--- src/rtl/tokxmit_pkg.sv ---
package tokxmit_pkg;

  localparam logic [1:0] KIND_NONE = 2'd0;
  localparam logic [1:0] KIND_ENQ  = 2'd1;
  localparam logic [1:0] KIND_DATA = 2'd2;

  localparam int NSTAT   = 3;
  localparam int ST_FREE = 0;
  localparam int ST_DONE = 1;
  localparam int ST_FAIL = 2;

  localparam logic [15:0] CRC_POLY = 16'h8005;

  // one byte through the CRC shift register, msb first
  function automatic logic [15:0] crc16_step(input logic [15:0] cin, input logic [7:0] d);
    logic [15:0] c;
    c = cin;
    for (int b = 7; b >= 0; b--) begin
      if (c[15] ^ d[b]) c = {c[14:0], 1'b0} ^ CRC_POLY;
      else              c = {c[14:0], 1'b0};
    end
    return c;
  endfunction

endpackage

--- src/rtl/tokxmit_buf.sv ---
module tokxmit_buf #(
  parameter int AW = 6,
  parameter int DW = 8
) (
  input  logic          clk,
  input  logic          we,
  input  logic [AW-1:0] waddr,
  input  logic [DW-1:0] wdata,
  input  logic [AW-1:0] raddr,
  output logic [DW-1:0] rdata
);
  localparam int DEPTH = 1 << AW;

  logic [DW-1:0] mem [DEPTH];

  always_ff @(posedge clk) begin
    if (we) mem[waddr] <= wdata;
  end

  always_ff @(posedge clk) begin
    rdata <= mem[raddr];
  end
endmodule

--- src/rtl/tokxmit_crc.sv ---
module tokxmit_crc (
  input  logic        clk,
  input  logic        rst,
  input  logic        clr,
  input  logic        en,
  input  logic [7:0]  din,
  output logic [15:0] crc_q,
  output logic [15:0] crc_nx
);
  import tokxmit_pkg::*;

  assign crc_nx = crc16_step(crc_q, din);

  always_ff @(posedge clk) begin
    if (rst || clr) crc_q <= '0;
    else if (en)    crc_q <= crc_nx;
  end
endmodule

--- src/rtl/tokxmit_stat.sv ---
module tokxmit_stat
  import tokxmit_pkg::*;
(
  input  logic             clk,
  input  logic             rst,
  input  logic             start_ev,
  input  logic             done_ok,
  input  logic             done_fail,
  input  logic             mask_we,
  input  logic [NSTAT-1:0] mask_din,
  output logic [NSTAT-1:0] stat,
  output logic             irq
);
  logic [NSTAT-1:0] mask, stat_n, mask_n;

  always_comb begin
    stat_n = stat;
    mask_n = mask_we ? mask_din : mask;
    if (start_ev) stat_n = '0;
    if (done_ok) begin
      stat_n[ST_FREE] = 1'b1;
      stat_n[ST_DONE] = 1'b1;
    end
    if (done_fail) begin
      stat_n[ST_FREE] = 1'b1;
      stat_n[ST_FAIL] = 1'b1;
    end
  end

  always_ff @(posedge clk) begin
    if (rst) begin
      stat <= NSTAT'(1);
      mask <= '0;
      irq  <= 1'b0;
    end else begin
      stat <= stat_n;
      mask <= mask_n;
      irq  <= |(stat_n & mask_n);
    end
  end
endmodule

--- src/rtl/tokxmit_seq.sv ---
module tokxmit_seq
  import tokxmit_pkg::*;
#(
  parameter int AW      = 6,
  parameter int RESP_TO = 64
) (
  input  logic          clk,
  input  logic          rst,
  input  logic          host_wr_en,
  input  logic [AW-1:0] host_wr_addr,
  input  logic [7:0]    host_wr_data,
  input  logic          host_start,
  input  logic [AW:0]   host_len,
  input  logic [7:0]    host_dest,
  input  logic          mask_wr_en,
  input  logic [2:0]    mask_wr_data,
  input  logic          token_in,
  output logic          token_pass,
  output logic          tx_valid,
  input  logic          tx_ready,
  output logic [1:0]    tx_kind,
  output logic [7:0]    tx_byte,
  output logic          tx_last,
  input  logic          rx_valid,
  input  logic          rx_ack,
  output logic [2:0]    status,
  output logic          irq
);
  localparam int LW = AW + 1;
  localparam int TW = $clog2(RESP_TO + 1);
  localparam logic [TW-1:0] CNT_END = TW'(RESP_TO - 1);

  typedef enum logic [3:0] {
    S_IDLE, S_WTOK, S_ENQ, S_WREP, S_RD, S_LD, S_DAT, S_CRCH, S_CRCL, S_WACK
  } state_e;

  state_e        st;
  logic [LW-1:0] len_q, idx;
  logic [7:0]    dest_q;
  logic [TW-1:0] cnt;
  logic [7:0]    rd_data;
  logic [15:0]   crc_q, crc_nx;
  logic          start_ev, done_ok, done_fail, crc_clr, crc_en;
  logic          last_byte, cnt_end;

  tokxmit_buf #(.AW(AW), .DW(8)) u_buf (
    .clk   (clk),
    .we    (host_wr_en),
    .waddr (host_wr_addr),
    .wdata (host_wr_data),
    .raddr (idx[AW-1:0]),
    .rdata (rd_data)
  );

  tokxmit_crc u_crc (
    .clk    (clk),
    .rst    (rst),
    .clr    (crc_clr),
    .en     (crc_en),
    .din    (tx_byte),
    .crc_q  (crc_q),
    .crc_nx (crc_nx)
  );

  tokxmit_stat u_stat (
    .clk       (clk),
    .rst       (rst),
    .start_ev  (start_ev),
    .done_ok   (done_ok),
    .done_fail (done_fail),
    .mask_we   (mask_wr_en),
    .mask_din  (mask_wr_data),
    .stat      (status),
    .irq       (irq)
  );

  always_comb begin
    cnt_end   = (cnt == CNT_END);
    last_byte = ((idx + LW'(1)) == len_q);
    start_ev  = (st == S_IDLE) && host_start;
    crc_clr   = (st == S_WTOK) && token_in;
    crc_en    = (st == S_DAT) && tx_ready;
    done_ok   = (st == S_WACK) && rx_valid && rx_ack;
    done_fail = (st == S_WACK) && ((rx_valid && !rx_ack) || (!rx_valid && cnt_end));
  end

  always_ff @(posedge clk) begin
    if (rst) begin
      st         <= S_IDLE;
      len_q      <= '0;
      dest_q     <= '0;
      idx        <= '0;
      cnt        <= '0;
      tx_valid   <= 1'b0;
      tx_kind    <= KIND_NONE;
      tx_byte    <= '0;
      tx_last    <= 1'b0;
      token_pass <= 1'b0;
    end else begin
      token_pass <= 1'b0;
      case (st)
        S_IDLE: begin
          if (token_in) token_pass <= 1'b1;
          if (host_start) begin
            len_q  <= host_len;
            dest_q <= host_dest;
            st     <= S_WTOK;
          end
        end
        S_WTOK: begin
          if (token_in) begin
            tx_valid <= 1'b1;
            tx_kind  <= KIND_ENQ;
            tx_byte  <= dest_q;
            tx_last  <= 1'b1;
            st       <= S_ENQ;
          end
        end
        S_ENQ: begin
          if (tx_ready) begin
            tx_valid <= 1'b0;
            tx_kind  <= KIND_NONE;
            tx_last  <= 1'b0;
            cnt      <= '0;
            st       <= S_WREP;
          end
        end
        S_WREP: begin
          if (rx_valid && rx_ack) begin
            idx <= '0;
            if (len_q == '0) begin
              tx_valid <= 1'b1;
              tx_kind  <= KIND_DATA;
              tx_byte  <= crc_q[15:8];
              st       <= S_CRCH;
            end else begin
              st <= S_RD;
            end
          end else if (rx_valid || cnt_end) begin
            token_pass <= 1'b1;
            st         <= S_WTOK;
          end else begin
            cnt <= cnt + TW'(1);
          end
        end
        S_RD: st <= S_LD;
        S_LD: begin
          tx_valid <= 1'b1;
          tx_kind  <= KIND_DATA;
          tx_byte  <= rd_data;
          tx_last  <= 1'b0;
          st       <= S_DAT;
        end
        S_DAT: begin
          if (tx_ready) begin
            idx <= idx + LW'(1);
            if (last_byte) begin
              tx_byte <= crc_nx[15:8];
              st      <= S_CRCH;
            end else begin
              tx_valid <= 1'b0;
              tx_kind  <= KIND_NONE;
              st       <= S_RD;
            end
          end
        end
        S_CRCH: begin
          if (tx_ready) begin
            tx_byte <= crc_q[7:0];
            tx_last <= 1'b1;
            st      <= S_CRCL;
          end
        end
        S_CRCL: begin
          if (tx_ready) begin
            tx_valid <= 1'b0;
            tx_kind  <= KIND_NONE;
            tx_last  <= 1'b0;
            cnt      <= '0;
            st       <= S_WACK;
          end
        end
        S_WACK: begin
          if (rx_valid || cnt_end) begin
            token_pass <= 1'b1;
            st         <= S_IDLE;
          end else begin
            cnt <= cnt + TW'(1);
          end
        end
        default: st <= S_IDLE;
      endcase
    end
  end
endmodule

--- config.mk ---
export PLATFORM = sky130hd
export DESIGN_NAME = tokxmit_seq
export DESIGN_NICKNAME = d
export VERILOG_FILES = /design/src/rtl/tokxmit_pkg.sv /design/src/rtl/tokxmit_buf.sv /design/src/rtl/tokxmit_crc.sv /design/src/rtl/tokxmit_stat.sv /design/src/rtl/tokxmit_seq.sv
export SDC_FILE = /design/constraint.sdc
export NUM_CORES = 1
export LEC_CHECK = 0
export ABC_AREA = 1
export CORE_AREA = 4 4 296 298
export CTS_CLUSTER_SIZE = 30
export DETAILED_ROUTE_END_ITERATION = 10
export DIE_AREA = 0 0 300 302
export PLACE_DENSITY = 0.55
export SYNTH_ARGS = -nofsm -noshare
export SYNTH_HDL_FRONTEND = slang
export SYNTH_HIERARCHICAL = 1
export SYNTH_SLANG_ARGS = --single-unit
export TNS_END_PERCENT = 20
--- constraint.sdc ---
create_clock -name clk -period 2.9 [get_ports clk]
set_input_delay 0.58 -clock clk [delete_from_list [all_inputs] [get_ports clk]]
set_output_delay 0.58 -clock clk [all_outputs]
set_load 0.005 [all_outputs]
Word level (Yosys, flattened, before mapping)

Memories as Yosys holds them, arrays and structs flattened. A register that Yosys moved wholly into a read port is not among the register bits.
Index checks and enable logic that the tools add are counted.

Add/sub/neg operators: 2
Multiply operators: 0
Div/mod/pow operators: 0
$lt $le $gt $ge: 0
Equal/unequal tests: 25
Shifts and indexed selects: 0
Multiplexer cells: 61
Bitwise gates (word level): 17
Reductions and logical operators: 30

Operator list:

| kind                | count |
|---|---|
| $mux 16             | 8 |
| $mux 8              | 6 |
| $pmux 4 s10         | 1 |
| $pmux 8 s5          | 1 |
| $mux 4              | 9 |
| $mux 7              | 5 |
| $not 3->3           | 8 |
| $ne 2x2->1 const B  | 11 |
| $pmux 7 s3          | 1 |
| $mux 2              | 9 |
| $eq 4x3->1 const B  | 4 |
| $add 7x1->7 const B | 2 |
| $mux 1              | 14 |
| $pmux 7 s2          | 1 |
| $reduce_and 7->1    | 2 |
| $pmux 2 s5          | 1 |
| $reduce_bool 5->1   | 2 |
| $logic_and 1x1->1   | 9 |
| $eq 4x2->1 const B  | 2 |
| $eq 4x4->1 const B  | 2 |
| $reduce_and 8->1    | 1 |
| $xor 1x1->1         | 8 |
| $eq 7x6->1 const B  | 1 |
| $eq 7x7->1          | 1 |
| other kinds (20)    | 26 |

Flip-flop bits (word level): 69
Latch bits: 0
Memory bits (writable): 512
ROM bits: 0
Input port bits: 41
Output and inout bits: 17
Word-level logic and storage cells: 150
Memories kept: 1

Memory list:

| memory    | words | width | rd ports | clocked after memory_dff | wr ports | line              | source |
|---|---|---|---|---|---|---|---|
| u_buf.mem | 64    | 8     | 1        | 1                        | 1        | tokxmit_buf.sv:14 | `logic [DW-1:0] mem [DEPTH];` |

Depth between registers and ports, before layout

Depth after elaboration: 19
Mapped depth: 22
Mapped depth without buffers: 22

Modules after synthesis

Netlist, hierarchy kept.

By module, submodules not included:

| module       | times used | cells an instance | area each (um^2) | seq. area each (um^2) |
|---|---|---|---|---|
| tokxmit_buf  | 1          | 1,806             | 21,345.5         | 15,534.9 |
| tokxmit_seq  | 1          | 417               | 2,602.5          | 920.9 |
| tokxmit_crc  | 1          | 149               | 1,103.6          | 320.3 |
| tokxmit_stat | 1          | 38                | 269.0            | 140.1 |

Worst setup path after synthesis

No wires, ideal clock.

Kind: input port to flip-flop
Start: input host_wr_addr[1]
End: memory u_buf.mem[34][0] (enable)
Setup time: 395 ps
Arrival time: 1,916 ps
Required time: 2,505 ps
Path slack: 589 ps
Stages: 3
Buffers on the path: 1
Path through: clkbuf_1 > inv_1 > nor4_1

RTL lines:

| what        | line              | source |
|---|---|---|
| from (decl) | tokxmit_seq.sv:10 | `input logic [AW-1:0] host_wr_addr,` |
| to (decl)   | tokxmit_buf.sv:14 |  |

No word-level cell before the write port.

Final worst setup path

Start: register tx_byte[7]
End: register tx_byte[7]

Word-level cells in the longest chain between the ends: 19

RTL lines:

| what                   | line               | source |
|---|---|---|
| from (decl)            | tokxmit_seq.sv:22  | `output logic [7:0] tx_byte,` |
| from (signal assigned) | tokxmit_seq.sv:114 | `tx_byte <= dest_q;` |
| from (signal assigned) | tokxmit_seq.sv:134 | `tx_byte <= crc_q[15:8];` |
| from (signal assigned) | tokxmit_seq.sv:150 | `tx_byte <= rd_data;` |
| $xor 1x1->1            | tokxmit_pkg.sv:19  | `if (c[15] ^ d[b]) c = {c[14:0], 1'b0} ^ CRC_POLY;` |
| $mux 16                | tokxmit_pkg.sv:19  |  |
| $xor 1x1->1            | tokxmit_pkg.sv:19  |  |
| $mux 16                | tokxmit_pkg.sv:19  |  |
| $xor 1x1->1            | tokxmit_pkg.sv:19  |  |
| $mux 16                | tokxmit_pkg.sv:19  |  |
| $xor 1x1->1            | tokxmit_pkg.sv:19  |  |
| $mux 16                | tokxmit_pkg.sv:19  |  |
| [4 not listed]         | --                 |  |
| $xor 1x1->1            | tokxmit_pkg.sv:19  |  |
| $mux 16                | tokxmit_pkg.sv:19  |  |
| $xor 1x1->1            | tokxmit_pkg.sv:19  |  |
| $mux 16                | tokxmit_pkg.sv:19  |  |
| named net crc_nx[15]   | tokxmit_seq.sv:42  | `logic [15:0] crc_q, crc_nx;` |
| $mux 8                 | tokxmit_seq.sv:157 | `if (last_byte) begin` |
| $mux 8                 | tokxmit_seq.sv:155 | `if (tx_ready) begin` |
| $pmux 8 s5             | tokxmit_seq.sv:101 | `case (st)` |

The timed path passes the listed nets, and every way through them passes these cells. The select of a mux whose other input is x is not followed.
A chain may end at the register's enable or synchronous reset.

==> impl_metrics.env <==
export IMPL_synthToLayoutAreaGrowth_pct=15.8
export IMPL_multiInputGateArea_sq_um=7110
export IMPL_status="complete, no violations"
export IMPL_cts_sinks=589
export IMPL_wl_met2_um=31000
export IMPL_drc=0
export IMPL_hold_viol=0
export IMPL_p_sw_mw=4.86
export IMPL_antenna_found_initial=0
export IMPL_start_util_pct=29.8
export IMPL_cp_end_kind="flip-flop"
export IMPL_regArea_sq_um=16900
export IMPL_leakage_nw=10.7
export IMPL_initialDrtViolationCount=1142
export IMPL_worstSetupPathType="reg2reg"
export IMPL_path_clk_slew_ps=60
export IMPL_nFillCells=8621
export IMPL_postSynthCellCount=2409
export IMPL_start_kind="flip-flop"
export IMPL_post_cts_setup_buffers=0
export IMPL_fin_nets=2556
export IMPL_worstMarginPinSlew_ps=782
export IMPL_clock_latency_ps=640
export IMPL_comb_power_share_pct=12.2
export IMPL_final_layout_size_suffix_gt1_share_pct=10.1
export IMPL_clock_power_share_pct=38.6
export IMPL_dp_slack_ps=441
export IMPL_cts_hold_buf=0
export IMPL_portBuffers=57
export IMPL_die_y_um=302
export IMPL_internal_power_mw=14.5
export IMPL_postRouteAntennaNets=0
export IMPL_core_area_sq_um=84900
export IMPL_setup_tns_final_ps=0
export IMPL_ir_drop_v=0.000513
export IMPL_grt_pass1_wl_um=101000
export IMPL_cts_buffers=59
export IMPL_antenna_cells=0
export IMPL_period_minus_slack_ps=2420
export IMPL_met3_length_um=3500
export IMPL_cts_path_max_buffers=3
export IMPL_powerDensity_nw_per_um2=662
export IMPL_m1WireLength_um=29800
export IMPL_detail_route_wl_per_cell_um=17.7
export IMPL_slew_violations=0
export IMPL_via_count=17200
export IMPL_synthesis_area_sq_um=25300
export IMPL_overflow=0
export IMPL_placementRows=107
export IMPL_cts_resized=0
export IMPL_critPathRequiredTime_ps=3390
export IMPL_synth_nets=2452
export IMPL_dp_hpwl_um=40500
export IMPL_die_x_um=300
export IMPL_ctsRootBufferMaster="clkbuf_16"
export IMPL_clock_fmax_ghz=0.412
export IMPL_routed_wl_um=65700
export IMPL_crit_arrival_ps=2910
export IMPL_holdCritPathClass="in2reg"
export IMPL_cts_tree="yes"
export IMPL_postLayoutCoreUtil_pct=34.5
export IMPL_gp_congestion=0.843
export IMPL_rsz0062_at_grt="no"
export IMPL_grt_util_all_layers_pct=14.3
export IMPL_r2r_slack_ps=480
export IMPL_relSlewSlack_pct=47.9
export IMPL_design_die_area_sq_um=90600
export IMPL_setup_ws_ps=476
export IMPL_htreeDepth=2
export IMPL_cp_max_fo=5
export IMPL_fin_crit_sh_pct=83.6
export IMPL_p_sw_share_pct=25.1
export IMPL_maxUsedRoutingLayer="met4"
export IMPL_cap_viol_max_count=0
export IMPL_vias_per_cell=4.65
export IMPL_p_seq_share_pct=49.2
export IMPL_io_pins=58
export IMPL_grt_pass1_vias=16900
export IMPL_ys_warn_count=6
export IMPL_dr_pass1_iters=5
export IMPL_grt_max_degree=142
export IMPL_syn_area_per_cell_sq_um=10.5
export IMPL_finalSetupViolations=0
export IMPL_finalClockSkew_ps=50.5
## worst max-delay path, cell delays in order, from the launching register on
cell and delay [ps]:
dfxtp_1 410, inv_1 80, nand2_1 80, nand2_2 80, nand2_2 110, nand2_4 80, nand2_4 80, nand2_4 60
nand2_1 70, nand3_2 120, nand2_4 130, nand2_4 60, nand3_4 90, nand3_1 130, nand3_1 130, nand2_1 50
nand2_1 60, nand4_1 130, a21oi_1 180, nand3_2 80, nand2_1 70, nor2_1 30
## worst paths after layout
check / cells past startpoint / from / end
max reg2reg: 21 / tx_byte[7] / tx_byte[7]
max: 21 / tx_byte[7] / tx_byte[7]
min: 1 / host_wr_data[2] / u_buf/mem[11][2]
min reg2reg: 2 / cnt[6] / cnt[6]
## metrics by stage
stage | power [mW] | area [sq um] | cells | hold WS [ps]
after global placement | 12.1 | 27400 | 3596 | 436
after detailed placement | 12.1 | 27400 | 3596 | 444
after global routing | 20.3 | 29300 | 3704 | 137
after floorplan | 11.3 | 25300 | 2409 | 423
final | 19.4 | 29300 | 3704 | 159
after CTS | 19.6 | 29300 | 3704 | 120
## placed cells by master (no fill, tap or decap), types with 6 or more instances in the layout
master and instances:
clkinv_2 8, a21oi_1 64, buf_4 108, nor2_1 114, buf_12 13, edfxtp_1 512, nor4_1 8, nand3_1 483
clkbuf_1 13, clkinv_1 15, nor3_1 6, nand2_4 7, o21ai_0 19, xor2_1 9, a211oi_1 6, nand2_1 814
dfxtp_1 74, clkdlybuf4s50_1 49, inv_1 80, nand2_2 14, nand4_1 18, buf_2 8, inv_2 8, clkbuf_16 59
bufinv_16 6
## flip-flops by register name (all words and copies together) (netlist names), 3 cells and up
name	cells
cnt	7
dest_q	8
idx	7
len_q	7
st	4
tx_byte	8
u_buf/mem	512
u_buf/rdata	8
u_crc/crc_q	16
u_stat/mask	3
u_stat/stat	3
## cell type report
cell class | instances | area share, %
Inverter | 92 | 1.20
Tap cell | 1144 | 4.88
Timing Repair Buffer | 178 | 5.46
Sequential cell | 589 | 57.7
Clock buffer | 72 | 5.20
Multi-Input combinational cell | 1593 | 24.2
Clock inverter | 36 | 1.26
## power by group through the flow
stage | logic (mW) | registers [mW] | clock network [mW]
2_1_floorplan | 1.61 | 9.68 | 0
3_3_place_gp | 2.38 | 9.72 | 0
3_5_place_dp | 2.37 | 9.72 | 0
4_1_cts | 2.39 | 9.54 | 7.69
5_1_grt | 2.65 | 9.57 | 8.05
6_report | 2.36 | 9.55 | 7.49
## routing by layer
| metal | GRT usage [%] | vias to the layer above |
|---|---|---|
| li1 | - | 8477 |
| met1 | 19.6 | 8210 |
| met2 | 23.9 | 435 |
| met3 | 2.03 | 88 |
| met4 | 3.61 | 0 |
| met5 | 0 | - |
(Power assumes the default switching activity.)
